==> src/rtl/sb_pkg.sv <==
package sb_pkg;

  localparam int OP_W = 3;

  localparam logic [OP_W-1:0] OP_INT = 3'd0;
  localparam logic [OP_W-1:0] OP_MUL = 3'd1;
  localparam logic [OP_W-1:0] OP_ADD = 3'd2;
  localparam logic [OP_W-1:0] OP_SUB = 3'd3;
  localparam logic [OP_W-1:0] OP_DIV = 3'd4;

  typedef enum logic [1:0] {
    CL_INT = 2'd0,
    CL_MUL = 2'd1,
    CL_ADD = 2'd2,
    CL_DIV = 2'd3
  } fu_class_e;

  // Which unit class executes an operation code.
  function automatic fu_class_e op_class(input logic [OP_W-1:0] op);
    case (op)
      OP_MUL:         return CL_MUL;
      OP_ADD, OP_SUB: return CL_ADD;
      OP_DIV:         return CL_DIV;
      default:        return CL_INT;
    endcase
  endfunction

  // Unit index layout: integer, multipliers, adders, divider.
  function automatic fu_class_e unit_class(input int idx, input int nmul, input int nadd);
    if (idx == 0)                return CL_INT;
    else if (idx <= nmul)        return CL_MUL;
    else if (idx <= nmul + nadd) return CL_ADD;
    else                         return CL_DIV;
  endfunction

  // A reader still owes a read of register dst.
  function automatic logic war_hit(input int src, input logic unread, input int dst);
    return unread && (src == dst);
  endfunction

endpackage

==> src/rtl/sb_issue_ctl.sv <==
module sb_issue_ctl
  import sb_pkg::*;
#(
  parameter int NUM_MUL = 2,
  parameter int NUM_ADD = 2,
  parameter int NFU     = 6,
  parameter int IW      = 3,
  parameter int TW      = 3
)(
  input  logic                 in_valid,
  input  logic [OP_W-1:0]      in_op,
  input  logic [NFU-1:0]       busy,
  input  logic [TW-1:0]        dst_tag,
  output logic                 issue_ok,
  output logic [NFU-1:0]       issue_sel,
  output logic [IW-1:0]        issue_idx
);

  fu_class_e      want;
  logic           found;
  logic [NFU-1:0] pick;

  always_comb begin
    want      = op_class(in_op);
    found     = 1'b0;
    pick      = '0;
    issue_idx = '0;
    for (int i = 0; i < NFU; i++) begin
      if (!found && !busy[i] && unit_class(i, NUM_MUL, NUM_ADD) == want) begin
        found     = 1'b1;
        pick[i]   = 1'b1;
        issue_idx = IW'(i);
      end
    end
    issue_ok  = in_valid && found && (dst_tag == '0);
    issue_sel = issue_ok ? pick : '0;
  end

endmodule

==> src/rtl/sb_fu_entry.sv <==
module sb_fu_entry
  import sb_pkg::*;
#(
  parameter int RW = 4,
  parameter int TW = 3
)(
  input  logic            clk,
  input  logic            rst_n,
  input  logic            issue_en,
  input  logic [OP_W-1:0] op_in,
  input  logic [RW-1:0]   dst_in,
  input  logic [RW-1:0]   src1_in,
  input  logic [RW-1:0]   src2_in,
  input  logic [TW-1:0]   qj_in,
  input  logic [TW-1:0]   qk_in,
  input  logic [TW-1:0]   wr_tag,
  input  logic            wr_self,
  input  logic            exec_done,
  output logic            busy,
  output logic [OP_W-1:0] op_q,
  output logic [RW-1:0]   fi,
  output logic [RW-1:0]   fj,
  output logic [RW-1:0]   fk,
  output logic            rj,
  output logic            rk,
  output logic            rd_req,
  output logic            done_q
);

  logic [TW-1:0] qj, qk;
  logic          read_q;

  assign rd_req = busy && !read_q && rj && rk;

  always_ff @(posedge clk or negedge rst_n) begin
    if (!rst_n) begin
      busy   <= 1'b0;
      op_q   <= '0;
      fi     <= '0;
      fj     <= '0;
      fk     <= '0;
      qj     <= '0;
      qk     <= '0;
      rj     <= 1'b0;
      rk     <= 1'b0;
      read_q <= 1'b0;
      done_q <= 1'b0;
    end else if (issue_en) begin
      busy   <= 1'b1;
      op_q   <= op_in;
      fi     <= dst_in;
      fj     <= src1_in;
      fk     <= src2_in;
      qj     <= qj_in;
      qk     <= qk_in;
      rj     <= (qj_in == '0);
      rk     <= (qk_in == '0);
      read_q <= 1'b0;
      done_q <= 1'b0;
    end else if (wr_self) begin
      busy   <= 1'b0;
      rj     <= 1'b0;
      rk     <= 1'b0;
      read_q <= 1'b0;
      done_q <= 1'b0;
    end else begin
      if (rd_req) begin
        rj     <= 1'b0;
        rk     <= 1'b0;
        read_q <= 1'b1;
      end else begin
        if (wr_tag != '0 && qj == wr_tag) begin
          rj <= 1'b1;
          qj <= '0;
        end
        if (wr_tag != '0 && qk == wr_tag) begin
          rk <= 1'b1;
          qk <= '0;
        end
      end
      if (exec_done && read_q && !done_q)
        done_q <= 1'b1;
    end
  end

endmodule

==> src/rtl/sb_wb_arb.sv <==
module sb_wb_arb #(
  parameter int N = 6
)(
  input  logic [N-1:0] req,
  output logic [N-1:0] gnt
);

  logic taken;

  always_comb begin
    gnt   = '0;
    taken = 1'b0;
    for (int i = 0; i < N; i++) begin
      if (req[i] && !taken) begin
        gnt[i] = 1'b1;
        taken  = 1'b1;
      end
    end
  end

endmodule

==> src/rtl/sb_hazard_ctl.sv <==
module sb_hazard_ctl
  import sb_pkg::*;
#(
  parameter int NUM_MUL = 2,
  parameter int NUM_ADD = 2,
  parameter int NREG    = 16,
  localparam int NFU    = NUM_MUL + NUM_ADD + 2,
  localparam int RW     = $clog2(NREG),
  localparam int IW     = $clog2(NFU),
  localparam int TW     = $clog2(NFU + 1)
)(
  input  logic                 clk,
  input  logic                 rst_n,
  input  logic                 in_valid,
  input  logic [OP_W-1:0]      in_op,
  input  logic [RW-1:0]        in_dst,
  input  logic [RW-1:0]        in_src1,
  input  logic [RW-1:0]        in_src2,
  input  logic [NFU-1:0]       exec_done,
  output logic                 issue_ok,
  output logic [IW-1:0]        issue_unit,
  output logic [NFU-1:0]       rd_grant,
  output logic [NFU-1:0]       wr_grant,
  output logic [NFU-1:0]       fu_busy,
  output logic [NFU*OP_W-1:0]  fu_op,
  output logic [NREG*TW-1:0]   reg_tags
);

  // register result table
  logic [TW-1:0] owner [NREG];

  // per-unit status, brought out as named wires
  logic [NFU-1:0][RW-1:0]   fi_v, fj_v, fk_v;
  logic [NFU-1:0][OP_W-1:0] op_v;
  logic [NFU-1:0]           busy_v, rj_v, rk_v, rd_req_v, done_v;
  logic [NFU-1:0]           issue_sel, war_ok, wr_req;

  // writeback event
  logic          wr_any;
  logic [TW-1:0] wr_tag;
  logic [RW-1:0] wr_fi;

  // issue-side tag lookups
  logic [TW-1:0] dst_tag, own_s1, own_s2, qj_new, qk_new;

  assign dst_tag = owner[in_dst];
  assign own_s1  = owner[in_src1];
  assign own_s2  = owner[in_src2];
  // a producer writing this very cycle is treated as already done
  assign qj_new  = (wr_any && own_s1 == wr_tag) ? '0 : own_s1;
  assign qk_new  = (wr_any && own_s2 == wr_tag) ? '0 : own_s2;

  sb_issue_ctl #(
    .NUM_MUL(NUM_MUL), .NUM_ADD(NUM_ADD), .NFU(NFU), .IW(IW), .TW(TW)
  ) u_issue (
    .in_valid (in_valid),
    .in_op    (in_op),
    .busy     (busy_v),
    .dst_tag  (dst_tag),
    .issue_ok (issue_ok),
    .issue_sel(issue_sel),
    .issue_idx(issue_unit)
  );

  for (genvar g = 0; g < NFU; g++) begin : g_fu
    sb_fu_entry #(.RW(RW), .TW(TW)) u_fu (
      .clk      (clk),
      .rst_n    (rst_n),
      .issue_en (issue_sel[g]),
      .op_in    (in_op),
      .dst_in   (in_dst),
      .src1_in  (in_src1),
      .src2_in  (in_src2),
      .qj_in    (qj_new),
      .qk_in    (qk_new),
      .wr_tag   (wr_tag),
      .wr_self  (wr_grant[g]),
      .exec_done(exec_done[g]),
      .busy     (busy_v[g]),
      .op_q     (op_v[g]),
      .fi       (fi_v[g]),
      .fj       (fj_v[g]),
      .fk       (fk_v[g]),
      .rj       (rj_v[g]),
      .rk       (rk_v[g]),
      .rd_req   (rd_req_v[g]),
      .done_q   (done_v[g])
    );
  end

  // WAR gate: nobody may still owe a read of the old destination value
  always_comb begin
    for (int u = 0; u < NFU; u++) begin
      war_ok[u] = 1'b1;
      for (int f = 0; f < NFU; f++) begin
        if (f != u && busy_v[f] &&
            (war_hit(int'(fj_v[f]), rj_v[f], int'(fi_v[u])) ||
             war_hit(int'(fk_v[f]), rk_v[f], int'(fi_v[u]))))
          war_ok[u] = 1'b0;
      end
      wr_req[u] = busy_v[u] && done_v[u] && war_ok[u];
    end
  end

  sb_wb_arb #(.N(NFU)) u_arb (
    .req(wr_req),
    .gnt(wr_grant)
  );

  always_comb begin
    wr_any = |wr_grant;
    wr_tag = '0;
    wr_fi  = '0;
    for (int i = 0; i < NFU; i++) begin
      if (wr_grant[i]) begin
        wr_tag = TW'(i + 1);
        wr_fi  = fi_v[i];
      end
    end
  end

  always_ff @(posedge clk or negedge rst_n) begin
    if (!rst_n) begin
      for (int r = 0; r < NREG; r++) owner[r] <= '0;
    end else begin
      if (wr_any)   owner[wr_fi]  <= '0;
      if (issue_ok) owner[in_dst] <= TW'(issue_unit) + TW'(1);
    end
  end

  always_comb begin
    for (int r = 0; r < NREG; r++) reg_tags[r*TW +: TW] = owner[r];
  end

  assign rd_grant = rd_req_v;
  assign fu_busy  = busy_v;
  assign fu_op    = op_v;

endmodule


==> config.mk <==
export PLATFORM = sky130hd
export DESIGN_NAME = sb_hazard_ctl
export DESIGN_NICKNAME = d
export VERILOG_FILES = /design/src/rtl/sb_pkg.sv /design/src/rtl/sb_issue_ctl.sv /design/src/rtl/sb_fu_entry.sv /design/src/rtl/sb_wb_arb.sv /design/src/rtl/sb_hazard_ctl.sv
export SDC_FILE = /design/constraint.sdc
export NUM_CORES = 1
export LEC_CHECK = 0
export ABC_CLOCK_PERIOD_IN_PS = 6150
export BUFFER_PORTS_ARGS = -buffer_cell sky130_fd_sc_hd__buf_2
export CAP_MARGIN = 10
export CORE_MARGIN = 2
export CORE_UTILIZATION = 35
export CTS_BUF_LIST = sky130_fd_sc_hd__clkbuf_2
export CTS_CLUSTER_DIAMETER = 200
export DETAILED_ROUTE_END_ITERATION = 7
export HOLD_SLACK_MARGIN = 0.02
export PLACE_DENSITY = 0.48
export SLEW_MARGIN = 30
export SYNTH_ARGS = -nofsm -noshare
export SYNTH_HDL_FRONTEND = slang
export SYNTH_SLANG_ARGS = --single-unit
==> constraint.sdc <==
create_clock -name clk -period 6.15 [get_ports clk]
set_input_delay 0.3075 -clock clk [delete_from_list [all_inputs] [get_ports clk]]
set_output_delay 0.3075 -clock clk [all_outputs]
set_load 0.005 [all_outputs]
==> impl_metrics.toml, run 1 <==
[routing]
num_vias = 11300
drt-pass1-iter-count = 5
wire_per_inst_um = 24.9
wl_met1_um = 22300
route.met2.wl_um = 23100
ant_nets = 0
drt_iter0_drc = 950
drcViolationCount = 0
via_per_inst = 5.57
finalWirelength_um = 50700
top_layer = "met4"
routed-wl-met3_um = 3410

[floorplan]
die_width_um = 200
initial_core_util_pct = 35.7
core_sq_um = 37800
ios = 112
fp.dieH_um = 200
dieArea_sq_um = 40000
rows = 71

[worst_setup_path]
start_kind = "flop"
crit_type = "reg2reg"
crit_chain = "xnor2_1 -> nand3_1 -> o311ai_1 -> nor3_2 -> and4_1 -> or3_4 -> a21oi_4 -> xor2_1 -> o31ai_2 -> nand3_4 -> o22ai_2"
crit-reg2reg-launch = "g_fu[3].u_fu.fi[2]"
cp_slowest_cell = "dfrtp_1"
crit_start = "g_fu[3].u_fu.fi[2]"
arrival_ns = 5.64
reg2reg_slack_ns = 1.36
endpoint_kind = "flop"
slowest_delay_ns = 0.95
crit_required_ns = 7.00
worst-path-max-fanout = 15
critPathBufInv = 0
crit_family = "compound AO/OA/AOI/OAI gates"

[clocking]
cts_tree = "built"
cts.path.max_buffers = 3
clock_sinks = 204
h-tree-depth = 2
clkTransAtPathRegs_ns = 0.09
root_buffer = "clkbuf_2"
cts_made_buffers = 58
cts-resized-gates = 0
insertion_delay_ns = 0.96
cts_setup_buffers = 0

[min_path]
hp-start = "exec_done[0]"
holdCritPathClass = "in2reg"

[timing]
slew_headroom_pct = 33.8
hold_viol_final = 0
rsz0062_at_grt = "no"
period_share_pct = 77.9
period_needed_ns = 4.79
final-setup-viol-count = 0
worst_pin_slew_ns = 0.985
fin_skew_ns = 0.0905
fmaxAchievable_ghz = 0.209
tns_ns = 0
drv_slew = 0

[finish]
syn2layout_area_growth_pct = 9.63
drive_gt1_share_pct = 20.4
stdcell_area_sq_um = 14800
fillerInstances = 3869
final_nets = 1502

[place]
hpwl_um = 35100
placedInstanceArea_sq_um = 14000
gp_congestion = 0.932
port_buffers = 111

[logic_synthesis]
netlist_area_sq_um = 13500
ys.flop_type = "dfrtp_1"
synth_seq_cells = 204
synthCells = 1422
async_reset_ff_share_pct = 100
synth-seq-area-share_pct = 37.9
synth_cell_type_count = 77
yosysWarnings = 0
synthesis.nets = 1447
avgSynthCellArea_sq_um = 9.47
synth_enable_flop_cells = 0

[global_route]
grt_pass1_vias = 11200
grt_pass1_wl_um = 76100
globalRoute.totalOverflow = 0
track_usage_pct = 25.2
grt_max_degree = 84
grt_antenna_before_repair = 2

[pwr]
power_frac_seq_pct = 35.9
internal_power_mw = 4.38
ir_worst_vdd_v = 0.000191
p_comb_share_pct = 52.7
netSwitchingFraction_pct = 51.0
powerDensity_nw_per_um2 = 605
p_leak_nw = 6.64
p_clk_share_pct = 11.3
p_sw_mw = 4.55

[flow_run]
drv_cap = 0

[outcome]
outcome = "completed"
[stage by stage]
step	cells	hold slack [ns]	power, mW	utilization (%)	setup WS, ns
after floorplan	1422	0.0119	6.47	-	3.06
final	2034	0.189	8.93	39.1	1.36
after CTS	2032	0.0644	8.94	39.1	1.32
after detailed placement	1903	0.452	7.85	37.0	1.40
after global routing	2033	0.153	9.57	39.1	1.18
after global placement	1902	0.444	7.78	37.0	1.42
[final timing paths]
kind | to | cells past startpoint
max reg2reg | g_fu[4].u_fu.rj | 11
max in group asynchronous | g_fu[0].u_fu.fi[3] | 4
min | g_fu[0].u_fu.done_q | 4
min in group asynchronous | g_fu[4].u_fu.fk[3] | 3
min reg2reg | g_fu[1].u_fu.op_q[0] | 1
max | g_fu[4].u_fu.rj | 11
[power by group through the flow]
stage / combinational [mW] / sequential [mW] / clock, mW
finish: 4.71 / 3.21 / 1.01
global route: 5.17 / 3.27 / 1.13
CTS: 4.70 / 3.17 / 1.07
detailed placement: 4.66 / 3.19 / 0
global placement: 4.58 / 3.19 / 0
floorplan: 4.29 / 2.17 / 0
[logic make-up after synthesis]
kind of cell / count (synthesis) / share of synthesized area, %
multiplexers: 59 / 7.51
adder cells (fa/ha/maj): 1 / 0.0929
flip-flops: 204 / 37.9
AND/OR/NAND/NOR: 519 / 18.8
XOR/XNOR: 284 / 18.5
AO/OA/AOI/OAI: 187 / 10.8
buffers and inverters: 168 / 6.42
[layout by cell type, fill, tap and decap left out, drive strengths merged, types with 3 or more instances in the layout]
| master | n |
|---|---|
| o22ai | 36 |
| xnor2 | 174 |
| a32o | 15 |
| buf | 124 |
| nor4 | 35 |
| or3 | 10 |
| o21ai | 35 |
| nand4 | 26 |
| dfrtp | 204 |
| dlygate4sd3 | 24 |
| o211ai | 4 |
| a31o | 3 |
| or2 | 3 |
| and2 | 22 |
| a21oi | 19 |
| a311oi | 4 |
| xor2 | 110 |
| nor3 | 61 |
| a21o | 4 |
| and3 | 7 |
| nor2b | 6 |
| mux2 | 26 |
| nand3 | 40 |
| nor2 | 51 |
| inv | 16 |
| o31ai | 6 |
| clkinv | 18 |
| o2bb2ai | 13 |
| a22o | 24 |
| nor3b | 6 |
| mux4 | 31 |
| nand2 | 239 |
| a211oi | 4 |
| nand2b | 6 |
| clkbuf | 84 |
| o311ai | 5 |
[worst register-to-register path: cells and delay by family, from the launching register on]
kind             cells  cell delay [ns]
AND/OR/NAND/NOR      5             1.23
XOR/XNOR             2             0.38
AO/OA/AOI/OAI        4             2.13
flip-flops           1             0.95
[cell type report]
type	count	area, sq um	share of cell area (%)
flip-flops and latches	204	5100	34.6
clock buffers	84	420	2.85
diodes	2	5.00	0.0339
inverters	15	56.3	0.382
multi-input cells	1050	7510	50.9
repair buffers	148	920	6.23
clock inverters	20	97.6	0.661
well taps	511	639	4.33
[synth_stat cells (all sizes together), types with 4 or more instances]
master	number	area share, %
nand3	40	1.7
a21o	4	0.22
o22ai	36	1.9
nor2b	6	0.28
clkbuf	59	1.7
dfrtp	204	38
a32o	15	1.1
and2	22	1.0
inv	15	0.42
a21oi	19	0.79
nor3b	6	0.37
nor3	61	2.5
nand2	239	6.7
or3	10	0.50
mux2	26	2.2
o2bb2ai	13	0.94
a22o	24	1.6
a311oi	4	0.26
a211oi	4	0.22
and3	7	0.33
nor2	51	1.4
xnor2	174	11
o211ai	4	0.22
nand4	26	1.4
o311ai	5	0.33
o21ai	35	1.4
o31ai	6	0.72
nand2b	6	0.28
nor4	35	1.7
buf	94	4.3
xor2	110	7.2
mux4	31	5.2
[registers in the layout, indices dropped and copies added, names as in the netlist]
name	flops
g_fu.u_fu.busy	6
g_fu.u_fu.done_q	6
g_fu.u_fu.fi	24
g_fu.u_fu.fj	24
g_fu.u_fu.fk	24
g_fu.u_fu.op_q	18
g_fu.u_fu.qj	18
g_fu.u_fu.qk	18
g_fu.u_fu.read_q	6
g_fu.u_fu.rj	6
g_fu.u_fu.rk	6
reg_tags	48
[timing repair]
item / in CTS / in global routing
hold endpoints to repair: 220 / 0
endpoints found under the setup margin: 0 / 0
hold buffers: 25 / 0
[metal layers]
layer  vias up  track usage [%]
li1       5039                -
met1      5658             35.0
met2       509             39.8
met3       120             3.73
met4         0             9.51
met5         -                0
Power figures use the tool's default switching activity.
==> inputs of run 2 (changes only) <==
ABC_CLOCK_PERIOD_IN_PS = 3900   (was 6150)
PLACE_DENSITY = 0.5   (was 0.48)
clock period = 3.9 ns   (was 6.15 ns; I/O delays follow)
==> impl_metrics.toml, run 2 (synthesis gave the netlist of run 1 again) <==
[routing]
ant_nets = 0
wire_per_inst_um = 23.9
finalWirelength_um = 50500
drcViolationCount = 0
via_per_inst = 5.46
num_vias = 11500
drt-pass1-iter-count = 5
drt_iter0_drc = 965

[finish]
layout_common_cells = "nand2_1 (236), dfrtp_1 (187), xnor2_1 (174)"
drive_gt1_share_pct = 25.0
syn2layout_area_growth_pct = 15.7
final_common_cell = "nand2_1"
largest_reg_flops = 48
stdcell_area_sq_um = 15600
multi_input_area_sq_um = 7580
final_util_pct = 41.3
regArea_sq_um = 5130
fillerInstances = 3811
final_nets = 1581

[clocking]
insertion_delay_ns = 1.03
h-tree-depth = 2
cts.path.max_buffers = 3
clkTransAtPathRegs_ns = 0.10
clock_sinks = 204
root_buffer = "clkbuf_2"
cts_made_buffers = 58
cts_tree = "built"

[timing]
fin_skew_ns = 0.0641
worst_pin_slew_ns = 0.972
drv_slew = 0
period_share_pct = 95.8
slew_headroom_pct = 35.0
period_needed_ns = 3.74
final-setup-viol-count = 0
tns_ns = 0
fmaxAchievable_ghz = 0.268
hold_viol_final = 0

[global_route]
grt_pass1_wl_um = 75900
grt_pass1_vias = 11600
grt_antenna_before_repair = 2
track_usage_pct = 25.1
grt_max_degree = 84
globalRoute.totalOverflow = 0

[worst_setup_path]
crit_required_ns = 3.70
worst-path-max-fanout = 12
crit_family = "simple AND/OR/NAND/NOR gates"
reg2regPathDepth = 13
start_kind = "flop"
arrival_ns = 3.54
endpoint_kind = "primary output"
reg2reg_slack_ns = 0.31
cp_slowest_cell = "dfrtp_4"
crit_type = "reg2out"
slowest_delay_ns = 0.62
crit-reg2reg-launch = "g_fu[3].u_fu.fi[3]"
r2r-end = "g_fu[2].u_fu.qk[2]"
critPathBufInv = 2
crit_chain = "xnor2_1 -> nand3_1 -> o311a_1 -> o311ai_1 -> nor4b_4 -> or3_4 -> nor3_4 -> buf_4 -> buf_2"

[floorplan]
dieArea_sq_um = 40000
die_width_um = 200
rows = 71
initial_core_util_pct = 35.7
ios = 112
core_sq_um = 37800
fp.dieH_um = 200

[min_path]
hp-start = "exec_done[3]"
whs_path_depth = 4
min_to = "g_fu[3].u_fu.done_q"
holdCritPathClass = "in2reg"

[outcome]
outcome = "completed"

[pwr]
p_leak_nw = 7.03
powerDensity_nw_per_um2 = 960
ir_worst_vdd_v = 0.000402

[place]
placedInstanceArea_sq_um = 14500
port_buffers = 111
gp_congestion = 0.977
hpwl_um = 35800

[flow_run]
drv_cap = 0
==> run 2: changes by cell type in the layout (fill, tap and decap cells not counted), moves of 4 or more <==
| cell | change |
|---|---|
| clkbuf_2 | -4 |
| dlygate4sd3_1 | +14 |
| dfrtp_1 | -17 |
| buf_4 | +61 |
| clkinv_2 | +5 |
| dfrtp_2 | +14 |
==> run 2: worst max path at each step <==
stage	startpoint	end	slack, ns	cells after the start
floorplan	g_fu[3].u_fu.fi[1]	g_fu[1].u_fu.qj[0]	0.84	13
global placement	g_fu[2].u_fu.fi[2]	reg_tags[15]	0.13	12
detailed placement	g_fu[2].u_fu.fi[2]	reg_tags[15]	0.12	11
CTS	g_fu[0].u_fu.fi[2]	wr_grant[4]	-0.02	9
global route	g_fu[3].u_fu.fi[1]	wr_grant[3]	-0.002	8
finish	g_fu[2].u_fu.fi[2]	wr_grant[4]	0.16	9
==> run 2: per-layer routing <==
metal	vias up	share of wire (%)	wire [um]	GRT usage, %
met1	5707	43	21700	33.6
met4	0	4.1	2090	10.2
met3	140	7.3	3670	5.09
met5	-	0	0	0
li1	5209	-	-	-
met2	486	46	23000	39.8
==> run 2: cell type report <==
| class | instances | area share, % |
|---|---|---|
| clock inverter | 26 | 1.04 |
| multi-input combinational | 1050 | 48.7 |
| sequential | 204 | 33.0 |
| clock buffer | 80 | 2.57 |
| inverter | 15 | 0.361 |
| tap | 511 | 4.10 |
| antenna | 2 | 0.0321 |
| timing repair buffer | 227 | 10.3 |
==> run 2: what timing repair did <==
item | in CTS | in global routing
resized for setup | 14 | 20
setup endpoints to repair | 4 | 5
setup buffers | 0 | 6
hold buffers | 39 | 0
pin swaps | 0 | 1
hold endpoints to repair | 375 | 0
==> run 2: tightest hold or removal path: stages <==
cell           delay [ns]
dlygate4sd3_1        0.52
buf_2                0.15
a21oi_1              0.08
nor3_1               0.12
==> run 2: power by group <==
part           switching, mW  internal (mW)
clock network           1.03          0.701
registers               1.61           2.92
logic                   4.68           4.02
total                   7.31           7.63
==> run 2: stage by stage <==
stage          cells  setup WS [ns]  power, mW  hold WS, ns
2_1_floorplan   1422          0.844       10.2       -0.101
3_3_place_gp    1962          0.132       12.8        0.268
3_5_place_dp    1962          0.118       12.9        0.277
4_1_cts         2107        -0.0214       14.8       0.0203
5_1_grt         2115       -0.00180       16.0       0.0505
6_report        2115          0.162       14.9        0.134
==> inputs of run 3 (changes only) <==
ABC_CLOCK_PERIOD_IN_PS = 3400   (was 3900)
clock period = 3.4 ns   (was 3.9 ns; I/O delays follow)
==> impl_metrics.toml, run 3 (synthesis gave the netlist of run 1 again) <==
[finish]
stdcell_count = 2264
syn2layout_area_growth_pct = 30.0
final_common_cell = "nand2_1"
drive_gt1_share_pct = 37.1
largest_reg_flops = 48
layout_common_cells = "nand2_1 (234), buf_4 (192), xnor2_1 (169)"
final_nets = 1737
stdcell_area_sq_um = 17500

[clocking]
cts.path.max_buffers = 3
h-tree-depth = 2
cts_made_buffers = 57
root_buffer = "clkbuf_2"
clock_sinks = 204
insertion_delay_ns = 1.02
cts_tree = "built"
clkTransAtPathRegs_ns = 0.10

[timing]
hold_viol_final = 0
period_share_pct = 102
period_needed_ns = 3.47
drv_slew = 0
fmaxAchievable_ghz = 0.288
slew_headroom_pct = 45.1
worst_pin_slew_ns = 0.821
rsz0062_at_grt = "yes"
fin_skew_ns = 0.0873
setup_ws_ns = -0.0742
final-setup-viol-count = 6
whs_ns = 0.146

[routing]
finalWirelength_um = 53200
via_per_inst = 5.42
drcViolationCount = 0
ant_nets = 0
drt_iter0_drc = 883
wire_per_inst_um = 23.5
drt-pass1-iter-count = 5
num_vias = 12300

[worst_setup_path]
critPathCapture = "wr_grant[3]"
crit_type = "reg2out"
start_kind = "flop"
reg2regPathDepth = 13
r2r-end = "reg_tags[7]"
worst-path-max-fanout = 8
endpoint_kind = "primary output"
crit_start = "g_fu[2].u_fu.fi[2]"
crit_required_ns = 3.23
reg2reg_slack_ns = -0.03
crit-reg2reg-launch = "g_fu[1].u_fu.fi[2]"
arrival_ns = 3.30

[place]
placedCellCount = 2082
port_buffers = 111
gp_congestion = 0.976
hpwl_um = 37600
pre_cts_ws_ns = -0.210
placedInstanceArea_sq_um = 15600

[global_route]
grt_antenna_before_repair = 2
track_usage_pct = 26.1
globalRoute.totalOverflow = 0
grt_pass1_vias = 12300
grt_pass1_wl_um = 78800
grt_max_degree = 77

[pwr]
powerDensity_nw_per_um2 = 1140
power.total_mw = 20.0
ir_worst_vdd_v = 0.000413
p_leak_nw = 7.94

[outcome]
outcome = "finished with violations"
violations = "setup timing"

[floorplan]
core_sq_um = 37800
dieArea_sq_um = 40000
ios = 112
rows = 71
die_width_um = 200
initial_core_util_pct = 35.7
fp.dieH_um = 200

[min_path]
holdCritPathClass = "in2reg"

[flow_run]
drv_cap = 0
-- run 3: cell types whose count changed in the layout (fill, tap and decap cells not counted), sizes merged --
| cell | before | now |
|---|---|---|
| buf | 188 | 344 |
| bufbuf | 0 | 1 |
| bufinv | 2 | 0 |
| clkbuf | 81 | 84 |
| clkinv | 24 | 14 |
| clkinvlp | 0 | 1 |
-- run 3: worst min-delay path by stage --
stage	from	endpoint	slack (ns)	depth (start not counted)
3_5_place_dp	rst_n	g_fu[4].u_fu.fk[3]	0.15	1
4_1_cts	in_dst[2]	g_fu[1].u_fu.fi[2]	0.04	4
2_1_floorplan	rst_n	g_fu[0].u_fu.busy	-0.13	0
6_report	in_dst[3]	g_fu[1].u_fu.fi[3]	0.15	4
5_1_grt	in_dst[2]	g_fu[1].u_fu.fi[2]	0.08	4
3_3_place_gp	rst_n	g_fu[4].u_fu.fj[3]	0.15	1
-- run 3: routing by layer --
metal,vias to the layer above,track usage (%),wire (um)
met5,-,0,0
met4,0,10.4,2060
met3,117,5.26,3840
met2,524,42.2,24900
met1,6130,34.3,22500
li1,5510,-,-
-- run 3: timing repair --
action / in CTS / in global routing
hold endpoints to repair: 363 / 0
endpoints found under the setup margin: 88 / 100
pin swaps: 24 / 25
gates cloned: 1 / 1
resized for setup: 76 / 93
buffers inserted: 28 / 16
hold buffers: 40 / 0
-- run 3: cell type report --
class | instances | area [sq um]
antenna | 2 | 5.00
inverter | 15 | 61.3
multi-input combinational | 1050 | 8040
fill | 3645 | 20300
clock inverter | 15 | 62.6
sequential | 204 | 5150
clock buffer | 83 | 415
tap | 511 | 639
timing repair buffer | 384 | 3120
-- run 3: critical path, stage by stage (launching register included) --
cell	delay, ns
dfrtp_2	0.54
buf_4	0.17
xor2_1	0.14
nor2_1	0.06
nand4_1	0.13
o311ai_4	0.14
nor4b_4	0.54
buf_4	0.26
nor4_4	0.05
buf_4	0.15
buf_6	0.12
-- run 3: power breakdown --
group          internal [mW]  leakage [nW]  switching (mW)
registers               3.36          2.61            1.60
clock network          0.648         0.372            1.11
logic                   6.67          4.96            6.64
-- run 3: per-stage QoR --
stage / TNS, ns / utilization, %
2_1_floorplan: 0 / -
3_3_place_gp: -6.81 / 41.2
3_5_place_dp: -6.26 / 41.2
4_1_cts: -0.582 / 44.9
5_1_grt: -3.00 / 46.3
6_report: -0.189 / 46.3
